### src/rtl/chcfg_pkg.sv
package chcfg_pkg;
  localparam int CFG_W = 8;
  localparam int BUS_W = 12;

  function automatic logic [CFG_W-1:0] lane_mask(input int n);
    logic [CFG_W-1:0] m;
    for (int i = 0; i < CFG_W; i++) m[i] = (i < n);
    return m;
  endfunction
endpackage

### src/rtl/chcfg_sync_edge.sv
module chcfg_sync_edge #(
  parameter int   STAGES  = 2,
  parameter bit   RISING  = 1'b1,
  parameter logic IDLE    = 1'b1
) (
  input  logic clk,
  input  logic rst_n,
  input  logic sig_in,
  output logic hit
);
  logic [STAGES:0] sh;

  always_ff @(posedge clk or negedge rst_n) begin
    if (!rst_n) sh <= {(STAGES+1){IDLE}};
    else        sh <= {sh[STAGES-1:0], sig_in};
  end

  generate
    if (RISING) begin : g_rise
      assign hit = sh[STAGES-1] & ~sh[STAGES];
    end else begin : g_fall
      assign hit = ~sh[STAGES-1] & sh[STAGES];
    end
  endgenerate

  a_r3_single_pulse: assert property (@(posedge clk) disable iff (!rst_n)
    hit |=> !hit);
endmodule

### src/rtl/chcfg_delay.sv
module chcfg_delay #(
  parameter int DEPTH = 3,
  parameter int DW    = 9
) (
  input  logic          clk,
  input  logic          rst_n,
  input  logic [DW-1:0] d_in,
  output logic [DW-1:0] d_out
);
  logic [DEPTH-1:0][DW-1:0] pipe;

  always_ff @(posedge clk or negedge rst_n) begin
    if (!rst_n) pipe <= '1;
    else begin
      pipe[0] <= d_in;
      for (int i = 1; i < DEPTH; i++) pipe[i] <= pipe[i-1];
    end
  end

  assign d_out = pipe[DEPTH-1];
endmodule

### src/rtl/chcfg_regs.sv
module chcfg_regs
  import chcfg_pkg::*;
(
  input  logic             clk,
  input  logic             rst_n,
  input  logic             wr_fire,
  input  logic [CFG_W-1:0] wdata,
  input  logic             cv_fire,
  output logic [CFG_W-1:0] active
);
  logic [CFG_W-1:0] pending;

  always_ff @(posedge clk or negedge rst_n) begin
    if (!rst_n) begin
      pending <= '1;
      active  <= '1;
    end else begin
      if (wr_fire) pending <= wdata;
      if (cv_fire) active  <= wr_fire ? wdata : pending;
    end
  end

  a_r3_hold_between_starts: assert property (@(posedge clk) disable iff (!rst_n)
    !cv_fire |=> $stable(active));
  a_r3_load_pending: assert property (@(posedge clk) disable iff (!rst_n)
    (cv_fire && !wr_fire) |=> active == $past(pending));
  a_r7_same_cycle_bypass: assert property (@(posedge clk) disable iff (!rst_n)
    (cv_fire && wr_fire) |=> active == $past(wdata));
  a_r2_pending_only_on_write: assert property (@(posedge clk) disable iff (!rst_n)
    !wr_fire |=> $stable(pending));
endmodule

### src/rtl/chcfg_bus_drive.sv
module chcfg_bus_drive
  import chcfg_pkg::*;
(
  input  logic             clk,
  input  logic             rst_n,
  input  logic             cs_n,
  input  logic             rd_n,
  input  logic [BUS_W-1:0] result_in,
  output logic [BUS_W-1:0] bus_out,
  output logic [BUS_W-1:0] bus_oe
);
  logic rd_en;

  assign rd_en   = ~cs_n & ~rd_n;
  assign bus_oe  = {BUS_W{rd_en}};
  assign bus_out = rd_en ? result_in : '0;

  a_r8_oe_all_or_none: assert property (@(posedge clk) disable iff (!rst_n)
    ($countones(bus_oe) == 0) || ($countones(bus_oe) == BUS_W));
  a_r8_steady_read: assert property (@(posedge clk) disable iff (!rst_n)
    (bus_oe[0] && $past(bus_oe[0]) && $stable(result_in)) |-> $stable(bus_out));
endmodule

### src/rtl/chan_cfg_bus.sv
module chan_cfg_bus
  import chcfg_pkg::*;
#(
  parameter int NUM_CH      = 8,
  parameter int SYNC_STAGES = 2
) (
  input  logic             clk,
  input  logic             rst_n,
  input  logic             cs_n,
  input  logic             rd_n,
  input  logic             wr_n,
  input  logic             conv_start_n,
  input  logic             shdn,
  input  logic [CFG_W-1:0] bus_in,
  output logic [BUS_W-1:0] bus_out,
  output logic [BUS_W-1:0] bus_oe,
  input  logic [BUS_W-1:0] result_in,
  output logic [CFG_W-1:0] chan_mask
);
  localparam logic [CFG_W-1:0] LANES = lane_mask(NUM_CH);
  localparam int               SIDE_W = CFG_W + 1;

  logic              wr_rise, cv_fall, wr_fire;
  logic [SIDE_W-1:0] side_d;
  logic [CFG_W-1:0]  active;

  chcfg_sync_edge #(.STAGES(SYNC_STAGES), .RISING(1'b1), .IDLE(1'b1)) u_wr_sync (
    .clk(clk), .rst_n(rst_n), .sig_in(wr_n), .hit(wr_rise));

  chcfg_sync_edge #(.STAGES(SYNC_STAGES), .RISING(1'b0), .IDLE(1'b1)) u_cv_sync (
    .clk(clk), .rst_n(rst_n), .sig_in(conv_start_n), .hit(cv_fall));

  chcfg_delay #(.DEPTH(SYNC_STAGES + 1), .DW(SIDE_W)) u_side (
    .clk(clk), .rst_n(rst_n), .d_in({cs_n, bus_in}), .d_out(side_d));

  assign wr_fire = wr_rise & ~side_d[CFG_W];

  chcfg_regs u_regs (
    .clk(clk), .rst_n(rst_n), .wr_fire(wr_fire), .wdata(side_d[CFG_W-1:0]),
    .cv_fire(cv_fall), .active(active));

  chcfg_bus_drive u_bus (
    .clk(clk), .rst_n(rst_n), .cs_n(cs_n), .rd_n(rd_n),
    .result_in(result_in), .bus_out(bus_out), .bus_oe(bus_oe));

  generate
    for (genvar i = 0; i < CFG_W; i++) begin : g_lane
      if (LANES[i]) begin : g_on
        assign chan_mask[i] = active[i];
      end else begin : g_off
        assign chan_mask[i] = 1'b0;
      end
    end
  endgenerate

  a_r5_shdn_keeps_mask: assert property (@(posedge clk) disable iff (!rst_n)
    (shdn && !cv_fall) |=> $stable(chan_mask));
  a_r4_unused_lanes_off: assert property (@(posedge clk) disable iff (!rst_n)
    (chan_mask & ~LANES) == '0);
endmodule

### config.mk
export PLATFORM = sky130hd
export DESIGN_NAME = chan_cfg_bus
export DESIGN_NICKNAME = d
export VERILOG_FILES = /design/src/rtl/chcfg_pkg.sv /design/src/rtl/chcfg_sync_edge.sv /design/src/rtl/chcfg_delay.sv /design/src/rtl/chcfg_regs.sv /design/src/rtl/chcfg_bus_drive.sv /design/src/rtl/chan_cfg_bus.sv
export SDC_FILE = /design/constraint.sdc
export NUM_CORES = 1
export LEC_CHECK = 0
export ABC_CLOCK_PERIOD_IN_PS = 2300
export BUFFER_PORTS_ARGS = -buffer_cell sky130_fd_sc_hd__buf_2
export CORE_ASPECT_RATIO = 1.25
export CORE_MARGIN = 2
export CORE_UTILIZATION = 52
export CTS_CLUSTER_DIAMETER = 30
export DETAILED_ROUTE_END_ITERATION = 6
export GPL_ROUTABILITY_DRIVEN = 0
export PLACE_DENSITY = 0.93
export SYNTH_ARGS = -nofsm -noshare
export SYNTH_HDL_FRONTEND = slang
export SYNTH_SLANG_ARGS = --single-unit
### constraint.sdc
create_clock -name clk -period 2.3 [get_ports clk]
set_clock_uncertainty 0.15 [all_clocks]
set_input_delay 0.46 -clock clk [delete_from_list [all_inputs] [get_ports clk]]
set_output_delay 0.46 -clock clk [all_outputs]
set_load 0.1 [all_outputs]
Word-level counts from Yosys, hierarchy flattened
Index checks and enable logic that the tools add are counted.

storage, ports and cells
  output and inout port bits = 32
  logic and storage cells = 18
  input bits = 27
  register bits = 49

operators by class
  bitwise gates (word level) = 9
  muxes and demuxes = 2

operators by type and width
  operator            count
  two-way mux 12 bit  1
  two-way mux 8 bit   1
  inverter 1 bit      5
  bitwise AND 1 bit   4

Depth between registers and ports, before layout
  depth in word-level cells = 4
  mapped depth = 5
  depth with buffers taken out = 3

Cells and area by module
A second synthesis with hierarchy kept.

unflattened totals
  cell total of the unflattened synthesis = 106
  area total of the unflattened synthesis = 1904.3 sq um

by module, submodules not included
  module           cells an instance  area each (sq um)  seq. area each (sq um)  instances
  chcfg_delay      36                 777.0              709.4                   1
  chcfg_regs       34                 676.9              420.4                   1
  chcfg_bus_drive  27                 251.5              0.0                     1
  chcfg_sync_edge  4                  92.6               78.8                    2
  chan_cfg_bus     1                  13.8               0.0                     1

Least setup slack after synthesis
Ideal clock, no wire load.

  kind = in2out
  start point = input rd_n
  end point = output bus_out[0]
  path buffers = 1
  required time = 1.690 ns
  arrival time = 1.867 ns
  stages = 3
  path slack = -0.177 ns
  cells stage by stage = nor2_1 > clkbuf_1 > and2_1

between the ends
  word-level cells in the longest chain between the ends = 3

RTL lines
  item                line                   RTL
  start: declaration  chan_cfg_bus.sv:10     input logic rd_n,
  inverter 1 bit      chcfg_bus_drive.sv:14  assign rd_en = ~cs_n & ~rd_n;
  bitwise AND 1 bit   chcfg_bus_drive.sv:14
  net u_bus.rd_en     chcfg_bus_drive.sv:12  logic rd_en;
  two-way mux 12 bit  chcfg_bus_drive.sv:16  assign bus_out = rd_en ? result_in : '0;
  end: declaration    chan_cfg_bus.sv:15     output logic [BUS_W-1:0] bus_out,

The timed path passes the listed nets, and every way through them passes these cells.

Worst setup path after layout
  start point = input cs_n
  end point = output bus_out[8]

between the ends
  word-level cells in the longest chain between the ends = 3

RTL lines
  item                line                   RTL
  start: declaration  chan_cfg_bus.sv:9      input logic cs_n,
  inverter 1 bit      chcfg_bus_drive.sv:14
  bitwise AND 1 bit   chcfg_bus_drive.sv:14
  two-way mux 12 bit  chcfg_bus_drive.sv:16

Every way passes these cells.

==> qor_table.md <==
| Stage | Parameter | Value |
|---|---|---|
| drt | Total length of routed wires | 3.108 mm |
| drt | Via count of the routed design | 1032 |
| yosys | Share of async-settable or async-resettable flops after synthesis | 1.000 |
| yosys | Mapped Nets | 148 |
| clock network | Insertion delay of the later-clocked pin in the worst-skew pair | 290 ps |
| grt | Grt total ovfl | 0 |
| clock network | Number of levels in the clock H-tree | 2 |
| clock network | Register clock-pin slew on the reported worst setup and hold paths | 70 ps |
| clock network | Total number of clock tree sinks | 49 |
| grt | Global Route Usage Sum | 0.1983 |
| pwr | VDD IR max | 0.7314 mV |
| sta | Total negative setup slack | 0 ps |
| yosys | Yosys reg bits | 49 |
| clock network | Cts hold-fix bufs | 0 |
| critical path | Startpoint types | primary input |
| floorplanning | Row cnt | 23 |
| yosys | Post-Syn Area per Cell | 13.88 sq um |
| clock network | Buffers from clock root to sink, at most | 2 |
| drt | Mean routed wirelength per cell | 14.80 microns |
| floorplanning | Core Region | 0.003137 sq mm |
| final layout | Area delta synth->final | 42.70% |
| yosys | Cells after Synth | 121 |
| sta | Total of endpoints with negative setup slack in the final report | 0 |
| critical path | Data required time at the worst endpoint | 1690 ps |
| placement | Port Buffer Count | 57 |
| yosys | Top FF cell, synth | sky130_fd_sc_hd__dfstp_2 |
| sta | Hold Worst Slack | 110.1 ps |
| critical path | Critical path type | in2out |
| drt | Post-DR vias/cell | 4.914 |
| yosys | EDFF count, synth | 0 |
| final layout | # diodes | 0 |
| clock network | Number of buffers inserted by post-CTS setup repair | 0 |
| clock network | Cell at the root of the clock tree | sky130_fd_sc_hd__clkbuf_8 |
| yosys | Proportion of netlist area held by the largest area contributor | 0.7668 |
| drt | Number of routed nets with antenna violations | 0 |
| yosys | Total number of yosys warnings | 0 |
| floorplanning | Die Span Y | 67.53 microns |
| hold path | Classification of the worst-slack hold path | in2reg |
| critical path | Worst Setup End Kind | output port |
| critical path | Cell with the largest stage delay on the worst path | sky130_fd_sc_hd__buf_12 |
| pwr | Power density over the cells | 865.7 mW/mm^2 |
| yosys | Most frequent cell after synthesis | sky130_fd_sc_hd__dfstp_2 |
| pwr | Total leakage power | 0.001062 uW |
| final layout | Nets@finish | 200 |
| placement | Post-detailed-placement half-perimeter wirelength | 2.481 mm |
| final layout | Share of layout cells above drive strength 1 | 0.7283 |
| sta | Final-report hold violation count | 0 |
| floorplanning | DIE WIDTH | 54.83 microns |
| sta | Highest attainable clock frequency | 0.4960 GHz |
| run status | Status | finished, final reports clean |
| critical path | Cell type with the highest occurrence count on the critical path | sky130_fd_sc_hd__buf_12 |
| yosys | Cell variety after synth | 13 |
| grt | Maximum number of pins on one net before global-route repair | 25 |
| grt | First-pass GRT wire length | 5.016 mm |
| critical path | Maximum fanout along the worst path | 24 |
| clock network | CTS resizes | 0 |
| critical path | Cells along the critical path | buf_2, nor2_1, buf_12, and2_1, buf_12 |
| yosys | Post-synthesis cell area | 0.001679 sq mm |
| placement | Pre-CTS WS | 263.9 ps |
| drt | DRC violation total after the first TritonRoute iteration | 36 |
| sta | Worst-margin pin slew | 484.0 ps |
| clock network | Number of CTS-inserted buffers | 5 |
| flow run | Max_cap viols | 0 |
| sta | Clock period minus final worst setup slack | 2016 ps |
| sta | Final worst-path setup slack | 283.7 ps |
| grt | Number of antenna violations at the first check in global routing | 0 |
| floorplanning | Effective utilization at floorplan | 0.5353 |
| floorplanning | Die area | 0.003702 sq mm |
| drt | Number of detailed-routing iterations run before antenna repair | 4 |
| yosys | Commonest cells post-synth | 49 x sky130_fd_sc_hd__dfstp_2, 24 x sky130_fd_sc_hd__nand2_1, 12 x sky130_fd_sc_hd__and2_1, 12 x sky130_fd_sc_hd__buf_4, 9 x sky130_fd_sc_hd__nor2_1 |
| sta | Ratio of final minimum period to clock period | 0.8766 |
| yosys | Cell types occupying the most area after synthesis | sky130_fd_sc_hd__dfstp_2 77%, sky130_fd_sc_hd__buf_4 5.4%, sky130_fd_sc_hd__nand2_1 5.4% |
| yosys | Sequential element share of the synthesized area | 0.7668 |
| critical path | Maximum cell stage delay along the critical path | 240 ps |
| sta | Relative slew slack | 0.6759 |
| final layout | Final cell utilization of the core | 0.7639 |
| clock network | CTS tree | done |
| drt | Remaining design rule violation count | 0 |
| floorplanning | Total I/O pin count | 59 |
| sta | Unrepaired setup endpoints after global routing | no |
| final layout | Fill count | 207 |
| critical path | Data arrival time of the worst path | 1410 ps |
| yosys | Cell accounting for the most synthesized area | sky130_fd_sc_hd__dfstp_2 |
| pwr | Total power after layout | 2074 uW |
| sta | Slew Limit Fails | 0 |
| grt | Number of global-route vias before repair | 1137 |
-- cells in the final DEF, fill, tap and decap left out --
cell,n
sky130_fd_sc_hd__nor3b_2,1
sky130_fd_sc_hd__and2_2,9
sky130_fd_sc_hd__or3b_1,1
sky130_fd_sc_hd__nand2_1,24
sky130_fd_sc_hd__clkbuf_1,1
sky130_fd_sc_hd__nor2b_1,1
sky130_fd_sc_hd__buf_2,33
sky130_fd_sc_hd__and2_1,3
sky130_fd_sc_hd__buf_4,3
sky130_fd_sc_hd__nor2_1,9
sky130_fd_sc_hd__a31oi_1,8
sky130_fd_sc_hd__clkbuf_8,6
sky130_fd_sc_hd__dfstp_2,49
sky130_fd_sc_hd__buf_12,25
-- area by class of cell --
type | count | area (sq um) | share of cell area
clock buffer | 7 | 86.33 | 0.03603
multi-input combinational | 56 | 287.8 | 0.1201
sequential | 49 | 1287 | 0.5373
tap | 37 | 46.29 | 0.01932
timing repair buffer | 61 | 688.2 | 0.2872
-- per-stage QoR --
stage / instances / cell area (sq um)
global placement: 203 / 2310
detailed placement: 203 / 2310
global route: 210 / 2396
finish: 210 / 2396
CTS: 210 / 2396
floorplan: 121 / 1690
-- critical path, delay by kind of cell --
family	cells	cell delay (ps)
buffers and inverters	3	540
and+or+nand+nor	2	390
-- cell families after synthesis --
family                 Yosys count  synth area share
flip-flops                      49            0.7668
AND/OR/NAND/NOR                 48            0.1349
buffers and inverters           16           0.06855
AO/OA/AOI/OAI                    8           0.02981
-- registers in the layout, summed over array words and instances, names as in the netlist --
signal and cells:
u_side.pipe 18, u_side.d_out 9, u_regs.active 8, u_regs.pending 8, u_cv_sync.sh 3, u_wr_sync.sh 3
-- routing by layer --
metal	up-vias	wire, microns	GRT usage
met5	-	0	0
met4	0	36	0.06563
met3	3	321	0.08850
met2	62	1762	0.3690
met1	499	987	0.1824
li1	468	-	-
-- where the power goes --
part           internal, uW  switching [uW]  total (uW)
registers               994            28.3        1020
logic                   141             429         570
clock network           238             243         481
total                  1370             700        2070
-- worst paths after layout --
path                                            from                      endpoint  slack, ps  depth (start not counted)
min in group asynchronous                      rst_n   u_regs.pending[1]$_DFF_PN1_        230                          1
max in group asynchronous                      rst_n     u_side.d_out[8]$_DFF_PN1_       1430                          2
setup reg to reg           u_wr_sync.sh[1]$_DFF_PN1_  u_regs.active[1]$_DFFE_PN1P_        750                          3
hold / removal                          conv_start_n     u_cv_sync.sh[0]$_DFF_PN1_        110                          1
setup / recovery                                cs_n                    bus_out[8]        280                          5
hold reg to reg             u_side.pipe[9]$_DFF_PN1_     u_side.d_out[0]$_DFF_PN1_        200                          0
No activity file was read; power rests on OpenSTA's default activity.
